[config.mk]
export PLATFORM = sky130hd
export DESIGN_NAME = hsync_clamp_gen
export DESIGN_NICKNAME = d
export VERILOG_FILES = /design/src/rtl/hsync_clamp_gen.sv
export SDC_FILE = /design/constraint.sdc
export NUM_CORES = 1
export LEC_CHECK = 0
export ABC_AREA = 1
export BUFFER_PORTS_ARGS = -buffer_cell sky130_fd_sc_hd__buf_2
export CAP_MARGIN = 40
export CORE_ASPECT_RATIO = 1.25
export CORE_MARGIN = 3
export CORE_UTILIZATION = 39
export CTS_BUF_LIST = sky130_fd_sc_hd__clkbuf_8
export CTS_CLUSTER_SIZE = 8
export DETAILED_ROUTE_END_ITERATION = 6
export PLACE_DENSITY_LB_ADDON = 0.15
export SYNTH_ARGS = -nofsm -noshare
export SYNTH_HDL_FRONTEND = slang
export SYNTH_SLANG_ARGS = --single-unit
[constraint.sdc]
create_clock -name clk -period 3 [get_ports clk]
set_input_delay 0.15 -clock clk [delete_from_list [all_inputs] [get_ports clk]]
set_output_delay 0.15 -clock clk [all_outputs]
set_load 0.01 [all_outputs]
[src/rtl/hsync_clamp_gen.sv]
module hsync_clamp_gen #(
  parameter int CNT_W  = 8,
  parameter int LINE_W = 16
) (
  input  logic             clk,
  input  logic             rst_n,
  input  logic             sync_in,
  input  logic             ext_clamp_in,
  input  logic             pol_force,
  input  logic             pol_force_val,
  input  logic             out_pol_lo,
  input  logic             clamp_ext_sel,
  input  logic [CNT_W-1:0] clamp_delay,
  input  logic [CNT_W-1:0] clamp_len,
  input  logic [CNT_W-1:0] pulse_width,
  output logic             sync_out,
  output logic             clamp_out,
  output logic             pol_detected
);

  localparam logic [LINE_W-1:0] LINE_MAX = '1;

  logic s1, s2, s3, x1, x2;
  logic [2:0] warm;
  logic vld, act, n_cur, n_prv, lead, trail, line_mark;
  logic pol_det;
  logic [LINE_W-1:0] hi_cnt, lo_cnt;
  logic [CNT_W-1:0] pw_cnt, dly_cnt, cl_cnt;

  always_ff @(posedge clk) begin
    if (!rst_n) begin
      s1 <= 1'b0; s2 <= 1'b0; s3 <= 1'b0;
      x1 <= 1'b0; x2 <= 1'b0;
      warm <= '0;
    end else begin
      s1 <= sync_in; s2 <= s1; s3 <= s2;
      x1 <= ext_clamp_in; x2 <= x1;
      warm <= {warm[1:0], 1'b1};
    end
  end

  assign vld       = warm[2];
  assign act       = pol_force ? pol_force_val : pol_det;
  assign n_cur     = s2 ~^ act;
  assign n_prv     = s3 ~^ act;
  assign lead      = vld & n_cur & ~n_prv;
  assign trail     = vld & ~n_cur & n_prv;
  assign line_mark = vld & s2 & ~s3;

  always_ff @(posedge clk) begin
    if (!rst_n) begin
      pol_det <= 1'b0;
      hi_cnt  <= '0;
      lo_cnt  <= '0;
    end else if (line_mark) begin
      pol_det <= (hi_cnt < lo_cnt);
      hi_cnt  <= LINE_W'(1);
      lo_cnt  <= '0;
    end else if (vld) begin
      if (s2 && hi_cnt != LINE_MAX) hi_cnt <= hi_cnt + 1'b1;
      if (!s2 && lo_cnt != LINE_MAX) lo_cnt <= lo_cnt + 1'b1;
    end
  end

  always_ff @(posedge clk) begin
    if (!rst_n)
      pw_cnt <= '0;
    else if (lead)
      pw_cnt <= pulse_width;
    else if (pw_cnt != '0)
      pw_cnt <= pw_cnt - 1'b1;
  end

  always_ff @(posedge clk) begin
    if (!rst_n) begin
      dly_cnt <= '0;
      cl_cnt  <= '0;
    end else if (trail && clamp_len == '0) begin
      dly_cnt <= '0;
      cl_cnt  <= '0;
    end else if (trail && clamp_delay == '0) begin
      dly_cnt <= '0;
      cl_cnt  <= clamp_len;
    end else if (trail) begin
      dly_cnt <= clamp_delay;
      if (cl_cnt != '0) cl_cnt <= cl_cnt - 1'b1;
    end else begin
      if (dly_cnt != '0) dly_cnt <= dly_cnt - 1'b1;
      if (dly_cnt == CNT_W'(1))
        cl_cnt <= clamp_len;
      else if (cl_cnt != '0)
        cl_cnt <= cl_cnt - 1'b1;
    end
  end

  assign sync_out     = (pw_cnt != '0) ? ~out_pol_lo : out_pol_lo;
  assign clamp_out    = clamp_ext_sel ? x2 : (cl_cnt != '0);
  assign pol_detected = pol_det;


  no_early_edge_chk: assert property (@(posedge clk) disable iff (!rst_n)
    !vld |=> (pw_cnt == '0 && cl_cnt == '0));


  pol_hold_chk: assert property (@(posedge clk) disable iff (!rst_n)
    !line_mark |=> $stable(pol_det));


  clamp_origin_chk: assert property (@(posedge clk) disable iff (!rst_n)
    $rose(cl_cnt != '0) |-> ($past(dly_cnt) == CNT_W'(1) || $past(trail)));


  idle_level_chk: assert property (@(posedge clk) disable iff (!rst_n)
    (pw_cnt == '0) |-> (sync_out == out_pol_lo));


  ext_pass_chk: assert property (@(posedge clk) disable iff (!rst_n)
    clamp_ext_sel |-> (clamp_out == x2));


  pulse_shrink_chk: assert property (@(posedge clk) disable iff (!rst_n)
    (pw_cnt != '0 && !lead) |=> (pw_cnt < $past(pw_cnt)));

endmodule

==> impl_metrics.toml, run 1 <==
[sta]
tns_ns = 0
fin_crit_ns = 2.059
fmax_mhz = 485.6
worstMarginPinSlew_ns = 0.7702
finalCritPeriodShare = 0.6865
finalSetupViolations = 0
hold_ws_ns = 0.03201
skew_ns = 0.009672
hold_viol_final = 0
slew_headroom = 0.4846
drv_slew = 0
rsz0062_at_grt = "no"

[die]
start_util = 0.4087
die_w_um = 99.21
die_height_um = 122.5
core_sq_um = 10360
core.rowCount = 41
io_pins = 35
dieArea_sq_um = 12150

[grt]
antenna_found_initial = 0
grt_pass1_vias = 3536
grt_pass1_wl_mm = 15.98
grt_max_degree = 21
overflow = 0
track_usage = 0.1621

[drt]
wl_per_cell_um = 11.93
vias = 3927
drc_errors = 0
drtIter0Drc = 137
via_per_inst = 4.946
dr.pass1.iters = 4
wirelength_mm = 9.475
antenna_left = 0

[cts]
cts.sinks = 65
htreeDepth = 3
insertion_delay_ns = 0.35
cts_buffers = 9
cts_max_path_buffers = 2
clk_pin_slew_ns = 0.08
cts-root-buf = "clkbuf_8"
cts_tree = "built"

[power]
irDropWorstVdd_mv = 0.2355
p_leak_nw = 2.074
power-per-cell-area_nw_per_um2 = 674.0

[synthesis]
synth_cell_types = 36
synth_edf_count = 0
yosys_most_used_dff = "dfxtp_1"
async_reset_ff_frac = 0
ys_seq_area_frac = 0.3072
ys_ff_latch = 65
syn-mean-instance-area_sq_um = 6.776
synth_top_area_cell = "dfxtp_1"
yosys.cell_count.top_type = "nand2_1"
synth_cells = 625
synth_top_cells_by_count = "162 x nand2_1, 107 x nor2_1, 65 x dfxtp_1, 61 x inv_1, 42 x nand3_1"
syn_nets = 680
synth_area_sq_um = 4235
synthTopCellsByArea = "dfxtp_1 31%, nand2_1 14%, nor2_1 9.5%, ha_1 6.8%, inv_1 5.4%"
synth_top_area_frac = 0.3072
yosysWarnings = 0

[worst_setup_path]
path_buf_inv = 1
worstPathCellList = "ha_1 -> nand3_2 -> nor2_2 -> nand3_2 -> nand2_2 -> inv_1 -> nand2_1 -> a21oi_2"
critPathArrivalTime_ns = 2.27
crit_top_cell = "nand3_2"
path_class = "reg2reg"
end_kind = "flop"
cpMaxStageDelayCell = "dfxtp_1"
cp_max_fo = 20
max_stage_delay_ns = 0.38
cp_data_required_time_ns = 3.21
start_kind = "flop"
cp_top_family = "simple AND/OR/NAND/NOR gates"

[hold_path]
hp-class = "in2reg"

[layout]
fill_cells = 1101
drive_gt1_frac = 0.1444
insertedDiodeCount = 0
area_growth_pct = 11.02
nets = 715
post-route-util = 0.4538

[place]
place_congestion = 0.8413
numPortBuffers = 34
dpl.hpwl_mm = 7.247

[flow_run]
drv_cap = 0

[outcome]
status = "complete, no violations"
metal layers:
layer	GRT usage	routed length (um)
met5	0	0
met4	0.08113	248
met3	0.02160	308
met2	0.2803	4674
met1	0.1965	4242
path summary, 6_finish.rpt:
path	slack, ns	cells past startpoint	from	to
worst min register to register	0.41	2	x1$_SDFF_PN0_	x2$_SDFF_PN0_
worst max-delay path	0.94	8	lo_cnt[1]$_SDFFE_PP0P_	lo_cnt[14]$_SDFFE_PP0P_
worst min-delay path	0.03	3	clamp_len[2]	cl_cnt[2]$_SDFF_PP0_
worst max register to register	0.94	8	lo_cnt[1]$_SDFFE_PP0P_	lo_cnt[14]$_SDFFE_PP0P_
power by group:
part | total, W | leakage (nW) | internal, W | switching (W)
Clock | 0.000791 | 0.115 | 0.000445 | 0.000346
Combinational | 0.00127 | 1.43 | 0.000529 | 0.000742
Sequential | 0.00111 | 0.531 | 0.00101 | 0.0000977
Total | 0.00317 | 2.07 | 0.00198 | 0.00119
sequential cells by signal, summed over array words and instances (netlist names), 3 cells and up:
name     cells
dly_cnt      8
pw_cnt       8
warm         3
cl_cnt       8
lo_cnt      16
hi_cnt      16
worst reg2reg max path, delay by kind of cell, from the launching register on:
family / cells / cell delay [ns]
AOI/OAI and AO/OA: 1 / 0.05
adders and majority gates: 1 / 0.28
buffers and inverters: 1 / 0.30
DFF: 1 / 0.38
and+or+nand+nor: 5 / 0.91
through the flow:
| step | std cells | setup slack [ns] | cell area (sq um) | total power, W |
|---|---|---|---|---|
| final | 794 | 0.9406 | 4702 | 0.003169 |
| after global routing | 794 | 0.7296 | 4702 | 0.003457 |
| after CTS | 794 | 0.9498 | 4702 | 0.003206 |
| after detailed placement | 776 | 0.9611 | 4474 | 0.002399 |
| after global placement | 775 | 1.062 | 4459 | 0.002382 |
| after floorplan | 625 | 1.515 | 4235 | 0.002172 |
layout make-up:
cell class / instances / area [sq um] / share of cell area
clock inverters: 4 / 42.54 / 0.009047
multi-input cells: 483 / 2586 / 0.5500
well taps: 129 / 161.4 / 0.03433
inverters: 64 / 240.2 / 0.05109
repair buffers: 37 / 205.2 / 0.04364
flip-flops and latches: 65 / 1301 / 0.2767
clock buffers: 12 / 165.2 / 0.03512
timing repair:
item,4_1_cts,5_1_grt
hold endpoints to repair,2,0
setup buffers,0,0
resized for setup,0,0
hold buffers,2,0
cells in the final DEF, fill, tap and decap left out, types with 14 or more instances in the layout:
cell	count
a21oi_2	14
dfxtp_1	65
nand2_1	162
buf_2	34
o21ai_0	20
nor2_1	107
a21oi_1	32
xor2_1	19
inv_1	63
nand3_1	42
ha_1	23
cell families after synthesis:
logic type               synth area share
AND/OR/NAND/NOR                    0.3734
buffers and inverters             0.08213
AO/OA/AOI/OAI                      0.1031
flip-flops                         0.3072
XOR/XNOR                          0.06617
adder cells (fa/ha/maj)           0.06795
No activity file was read; power rests on OpenSTA's default activity.
==> run 2, diff against run 1 <==
==> constraint.sdc (replaced) <==
create_clock -name clk -period 2 [get_ports clk]
set_input_delay 0.1 -clock clk [delete_from_list [all_inputs] [get_ports clk]]
set_output_delay 0.1 -clock clk [all_outputs]
set_load 0.01 [all_outputs]
==> impl_metrics.toml, run 2 (synthesis results as in run 1) <==
[hold_path]
min_from = "clamp_len[0]"
min_to = "cl_cnt[0]$_SDFF_PP0_"
hp-class = "in2reg"
min_path_cells = 3

[worst_setup_path]
path_class = "reg2out"
end_kind = "primary output"
reg2reg_from = "pol_detected$_SDFFE_PN0P_"
critPathArrivalTime_ns = 1.68
start_kind = "flop"
cp_max_fo = 7
r2r_cells = 9
reg2reg_slack_ns = 0.26
r2r-end = "pw_cnt[5]$_SDFFE_PN0P_"
cp_data_required_time_ns = 1.90

[drt]
vias = 3979
dr.pass1.iters = 4
wirelength_mm = 9.835
drtIter0Drc = 156
drc_errors = 0
wl_per_cell_um = 12.13
antenna_left = 0
via_per_inst = 4.906

[layout]
biggestRegsByFlops = "hi_cnt (16), lo_cnt (16)"
nets = 733
layout.cells.non_filler = 811
drive_gt1_frac = 0.1554
layout_commonest_cell = "nand2_1"
fill_cells = 1089
post-route-util = 0.4693
final_cell_mix = "162 x nand2_1, 106 x nor2_1, 65 x dfxtp_1"
area_growth_pct = 14.83
final_cell_area_sq_um = 4863
insertedDiodeCount = 0

[cts]
insertion_delay_ns = 0.35
cts.sinks = 65
clk_pin_slew_ns = 0.07
cts_buffers = 9
postCtsSetupRepairBufs = 0
cts-root-buf = "clkbuf_8"
htreeDepth = 3
cts_tree = "built"
cts_max_path_buffers = 2

[grt]
overflow = 0
track_usage = 0.1666
grt_pass1_vias = 3697
grt_pass1_wl_mm = 16.55
grt_max_degree = 17
antenna_found_initial = 0

[place]
dp.cells = 784
numPortBuffers = 34
place_congestion = 0.8647
dpl.hpwl_mm = 7.455
placed_cell_area_sq_um = 4527

[power]
power-per-cell-area_nw_per_um2 = 997.8
p_total_w = 0.004853
irDropWorstVdd_mv = 0.3376
p_leak_nw = 2.148

[flow_run]
drv_cap = 0

[die]
start_util = 0.4087
core.rowCount = 41
core_sq_um = 10360
die_height_um = 122.5
dieArea_sq_um = 12150
die_w_um = 99.21
io_pins = 35

[sta]
slew_headroom = 0.6651
finalCritPeriodShare = 0.8889
rsz0062_at_grt = "no"
drv_slew = 0
fin_crit_ns = 1.778
tns_ns = 0
worstMarginPinSlew_ns = 0.5019
finalSetupViolations = 0
fmax_mhz = 562.5
skew_ns = 0.006173
hold_viol_final = 0

[outcome]
status = "complete, no violations"
==> run 2: how the worst max path moves through the flow <==
stage / start / slack (ns) / cells past startpoint / endpoint
after floorplan: hi_cnt[0]$_SDFFE_PN0P_ / 0.51 / 9 / hi_cnt[5]$_SDFFE_PP0P_
after global placement: hi_cnt[1]$_SDFFE_PP0P_ / 0.22 / 8 / hi_cnt[11]$_SDFFE_PP0P_
after detailed placement: hi_cnt[1]$_SDFFE_PP0P_ / 0.19 / 8 / hi_cnt[8]$_SDFFE_PP0P_
after CTS: hi_cnt[1]$_SDFFE_PP0P_ / 0.18 / 8 / hi_cnt[6]$_SDFFE_PP0P_
after global routing: pol_detected$_SDFFE_PN0P_ / 0.05 / 9 / pw_cnt[7]$_SDFFE_PN0P_
final: pw_cnt[0]$_SDFFE_PN0P_ / 0.22 / 6 / sync_out
==> run 2: metal layers <==
layer / routed length (um) / up-vias / track usage
met1: 4490 / 1812 / 0.2036
met4: 129 / 0 / 0.05722
li1: - / 2094 / -
met5: 0 / - / 0
met2: 4832 / 62 / 0.2903
met3: 383 / 11 / 0.03411
==> run 2: final cells by class <==
cell class                      instances  area (sq um)  area share
Clock buffer                           13         178.9     0.03679
Clock inverter                          2         35.03    0.007204
Inverter                               64         240.2     0.04940
Multi-Input combinational cell        483          2589      0.5323
Sequential cell                        65          1301      0.2676
Tap cell                              129         161.4     0.03319
Timing Repair Buffer                   55         357.8     0.07358
==> run 2: power by group <==
group	switching, W	leakage, nW	internal (W)
clock network	0.000515	0.112	0.000704
registers	0.000144	0.531	0.00151
logic	0.00115	1.51	0.000826
==> run 2: critical path: stages, from the launching register on <==
cell and delay, ns:
dfxtp_1 0.31, inv_1 0.17, ha_1 0.19, nand2_1 0.08
nor2_2 0.28, xnor2_1 0.16, buf_2 0.15
==> run 2: repair_timing <==
| action | in CTS | in global routing |
|---|---|---|
| resized for setup | 0 | 1 |
| hold buffers | 12 | 0 |
| endpoints found under the setup margin | 0 | 8 |
| endpoints found under the hold margin | 12 | 0 |
==> run 2: through the flow <==
stage / setup WS, ns / hold WS [ns]
final: 0.2222 / 0.01240
after global routing: 0.05306 / 0.01907
after CTS: 0.1796 / 0.002971
after detailed placement: 0.1867 / 0.3003
after global placement: 0.2213 / 0.3065
after floorplan: 0.5149 / 0.1277
==> run 3, diff against run 2 <==
--- a/config.mk
+++ b/config.mk
@@ -14,7 +14,7 @@
 export CTS_BUF_LIST = sky130_fd_sc_hd__clkbuf_8
 export CTS_CLUSTER_SIZE = 8
 export DETAILED_ROUTE_END_ITERATION = 6
-export PLACE_DENSITY_LB_ADDON = 0.15
+export PLACE_DENSITY = 0.58
 export SYNTH_ARGS = -nofsm -noshare
 export SYNTH_HDL_FRONTEND = slang
 export SYNTH_SLANG_ARGS = --single-unit
==> impl_metrics.toml, run 3 (synthesis results as in run 1) <==
[outcome]
status = "complete, no violations"

[die]
die_w_um = 99.21
start_util = 0.4087
die_height_um = 122.5
io_pins = 35
core_sq_um = 10360
core.rowCount = 41
dieArea_sq_um = 12150

[sta]
rsz0062_at_grt = "no"
worstMarginPinSlew_ns = 0.5185
skew_ns = 0.01258
fin_crit_ns = 1.764
slew_headroom = 0.6517
fmax_mhz = 566.8
hold_viol_final = 0
finalCritPeriodShare = 0.8822
drv_slew = 0
finalSetupViolations = 0
tns_ns = 0
hold_ws_ns = 0.02187

[cts]
cts_buffers = 9
cts-root-buf = "clkbuf_8"
htreeDepth = 3
cts_tree = "built"
cts.sinks = 65
insertion_delay_ns = 0.35
postCtsSetupRepairBufs = 0
cts_max_path_buffers = 2
clk_pin_slew_ns = 0.07

[power]
clockPowerShare = 0.232
irDropWorstVdd_mv = 0.3805
pwr-share-seq = 0.352
internal-power_w = 0.002933
power-per-cell-area_nw_per_um2 = 970.2
comb_power_share = 0.416
p_leak_nw = 2.149
p_total_w = 0.004706
switching_share = 0.3767
p_sw_w = 0.001773

[drt]
wl_per_cell_um = 11.71
drc_errors = 0
wirelength_mm = 9.517
drtIter0Drc = 185
antenna_left = 0
via_per_inst = 4.851
dr.pass1.iters = 4
vias = 3944

[worst_setup_path]
path_class = "reg2reg"
crit_top_cell = "nand3_2"
critPathArrivalTime_ns = 2.00
max_stage_delay_ns = 0.38
start_kind = "flop"
cpMaxStageDelayCell = "dfxtp_1"
end_kind = "flop"
cp_data_required_time_ns = 2.24
worstPathCellList = "ha_1 -> nand3_2 -> nor2_2 -> nand3_2 -> nand2_2 -> buf_4 -> o21ai_0 -> nand2_1 -> nor2_1"
cp_max_fo = 14

[layout]
nets = 734
final_cell_mix = "162 x nand2_1, 106 x nor2_1, 65 x dfxtp_1"
post-route-util = 0.4681
insertedDiodeCount = 0
area_growth_pct = 14.53
biggestRegsByFlops = "hi_cnt (16), lo_cnt (16)"
layout_commonest_cell = "nand2_1"
drive_gt1_frac = 0.1506

[grt]
grt_pass1_vias = 3695
antenna_found_initial = 0
track_usage = 0.1659
grt_pass1_wl_mm = 16.49
overflow = 0
grt_max_degree = 17

[flow_run]
drv_cap = 0

[place]
numPortBuffers = 34
place_congestion = 0.8518
dpl.hpwl_mm = 7.327

[hold_path]
hp-class = "in2reg"
==> run 3: cell types whose count changed in the layout (fill, tap and decap cells not counted), sizes merged <==
cell and change:
buf -1, clkinv +1, clkbuf -3, inv +3, dlygate4sd3 +2
==> run 3: cell type report <==
type	count	area (sq um)
timing repair buffer	56	370.4
tap	129	161.4
clock inverter	6	51.30
clock buffer	10	137.6
inverter	64	240.2
sequential	65	1301
fill	1109	5512
multi-input combinational	483	2589
==> run 3: worst paths after layout <==
check	start	endpoint	slack, ns	cells past startpoint
setup / recovery	lo_cnt[0]$_SDFFE_PP0P_	lo_cnt[3]$_SDFFE_PP0P_	0.24	9
hold reg to reg	x1$_SDFF_PN0_	x2$_SDFF_PN0_	0.42	2
hold / removal	clamp_len[1]	cl_cnt[1]$_SDFF_PP0_	0.02	3
setup reg to reg	lo_cnt[0]$_SDFFE_PP0P_	lo_cnt[3]$_SDFFE_PP0P_	0.24	9
==> run 3: routing by layer <==
| metal | vias to the layer above | GRT usage | wire [um] |
|---|---|---|---|
| met5 | - | 0 | 0 |
| met4 | 0 | 0.04782 | 126 |
| met3 | 10 | 0.03923 | 288 |
| met2 | 36 | 0.2937 | 4753 |
| met1 | 1795 | 0.1993 | 4348 |
| li1 | 2103 | - | - |
==> run 3: power by group through the flow <==
stage          clock [W]  combinational [W]  sequential (W)
2_1_floorplan          0            0.00161         0.00165
3_3_place_gp           0            0.00191         0.00169
3_5_place_dp           0            0.00195         0.00168
4_1_cts          0.00114            0.00198         0.00166
5_1_grt          0.00119            0.00230         0.00169
6_report         0.00109            0.00196         0.00166
==> run 3: stage by stage <==
step / setup WS, ns / cell area [sq um] / std cells
after floorplan: 0.5149 / 4235 / 625
after global placement: 0.2303 / 4519 / 783
after detailed placement: 0.1752 / 4519 / 783
after CTS: 0.1659 / 4838 / 812
after global routing: 0.04302 / 4851 / 813
final: 0.2357 / 4851 / 813
==> run 3: critical path, delay by kind of cell (launching register included) <==
| family | cells | cell delay [ns] |
|---|---|---|
| AND/OR/NAND/NOR | 6 | 0.69 |
| flip-flops | 1 | 0.38 |
| adder cells (fa/ha/maj) | 1 | 0.28 |
| buffers and inverters | 1 | 0.23 |
| AO/OA/AOI/OAI | 1 | 0.09 |
==> run 3: what timing repair did <==
| action | CTS | global route |
|---|---|---|
| hold endpoints to repair | 13 | 1 |
| hold buffers | 13 | 1 |
| gates resized for setup | 0 | 1 |
| endpoints found under the setup margin | 0 | 1 |
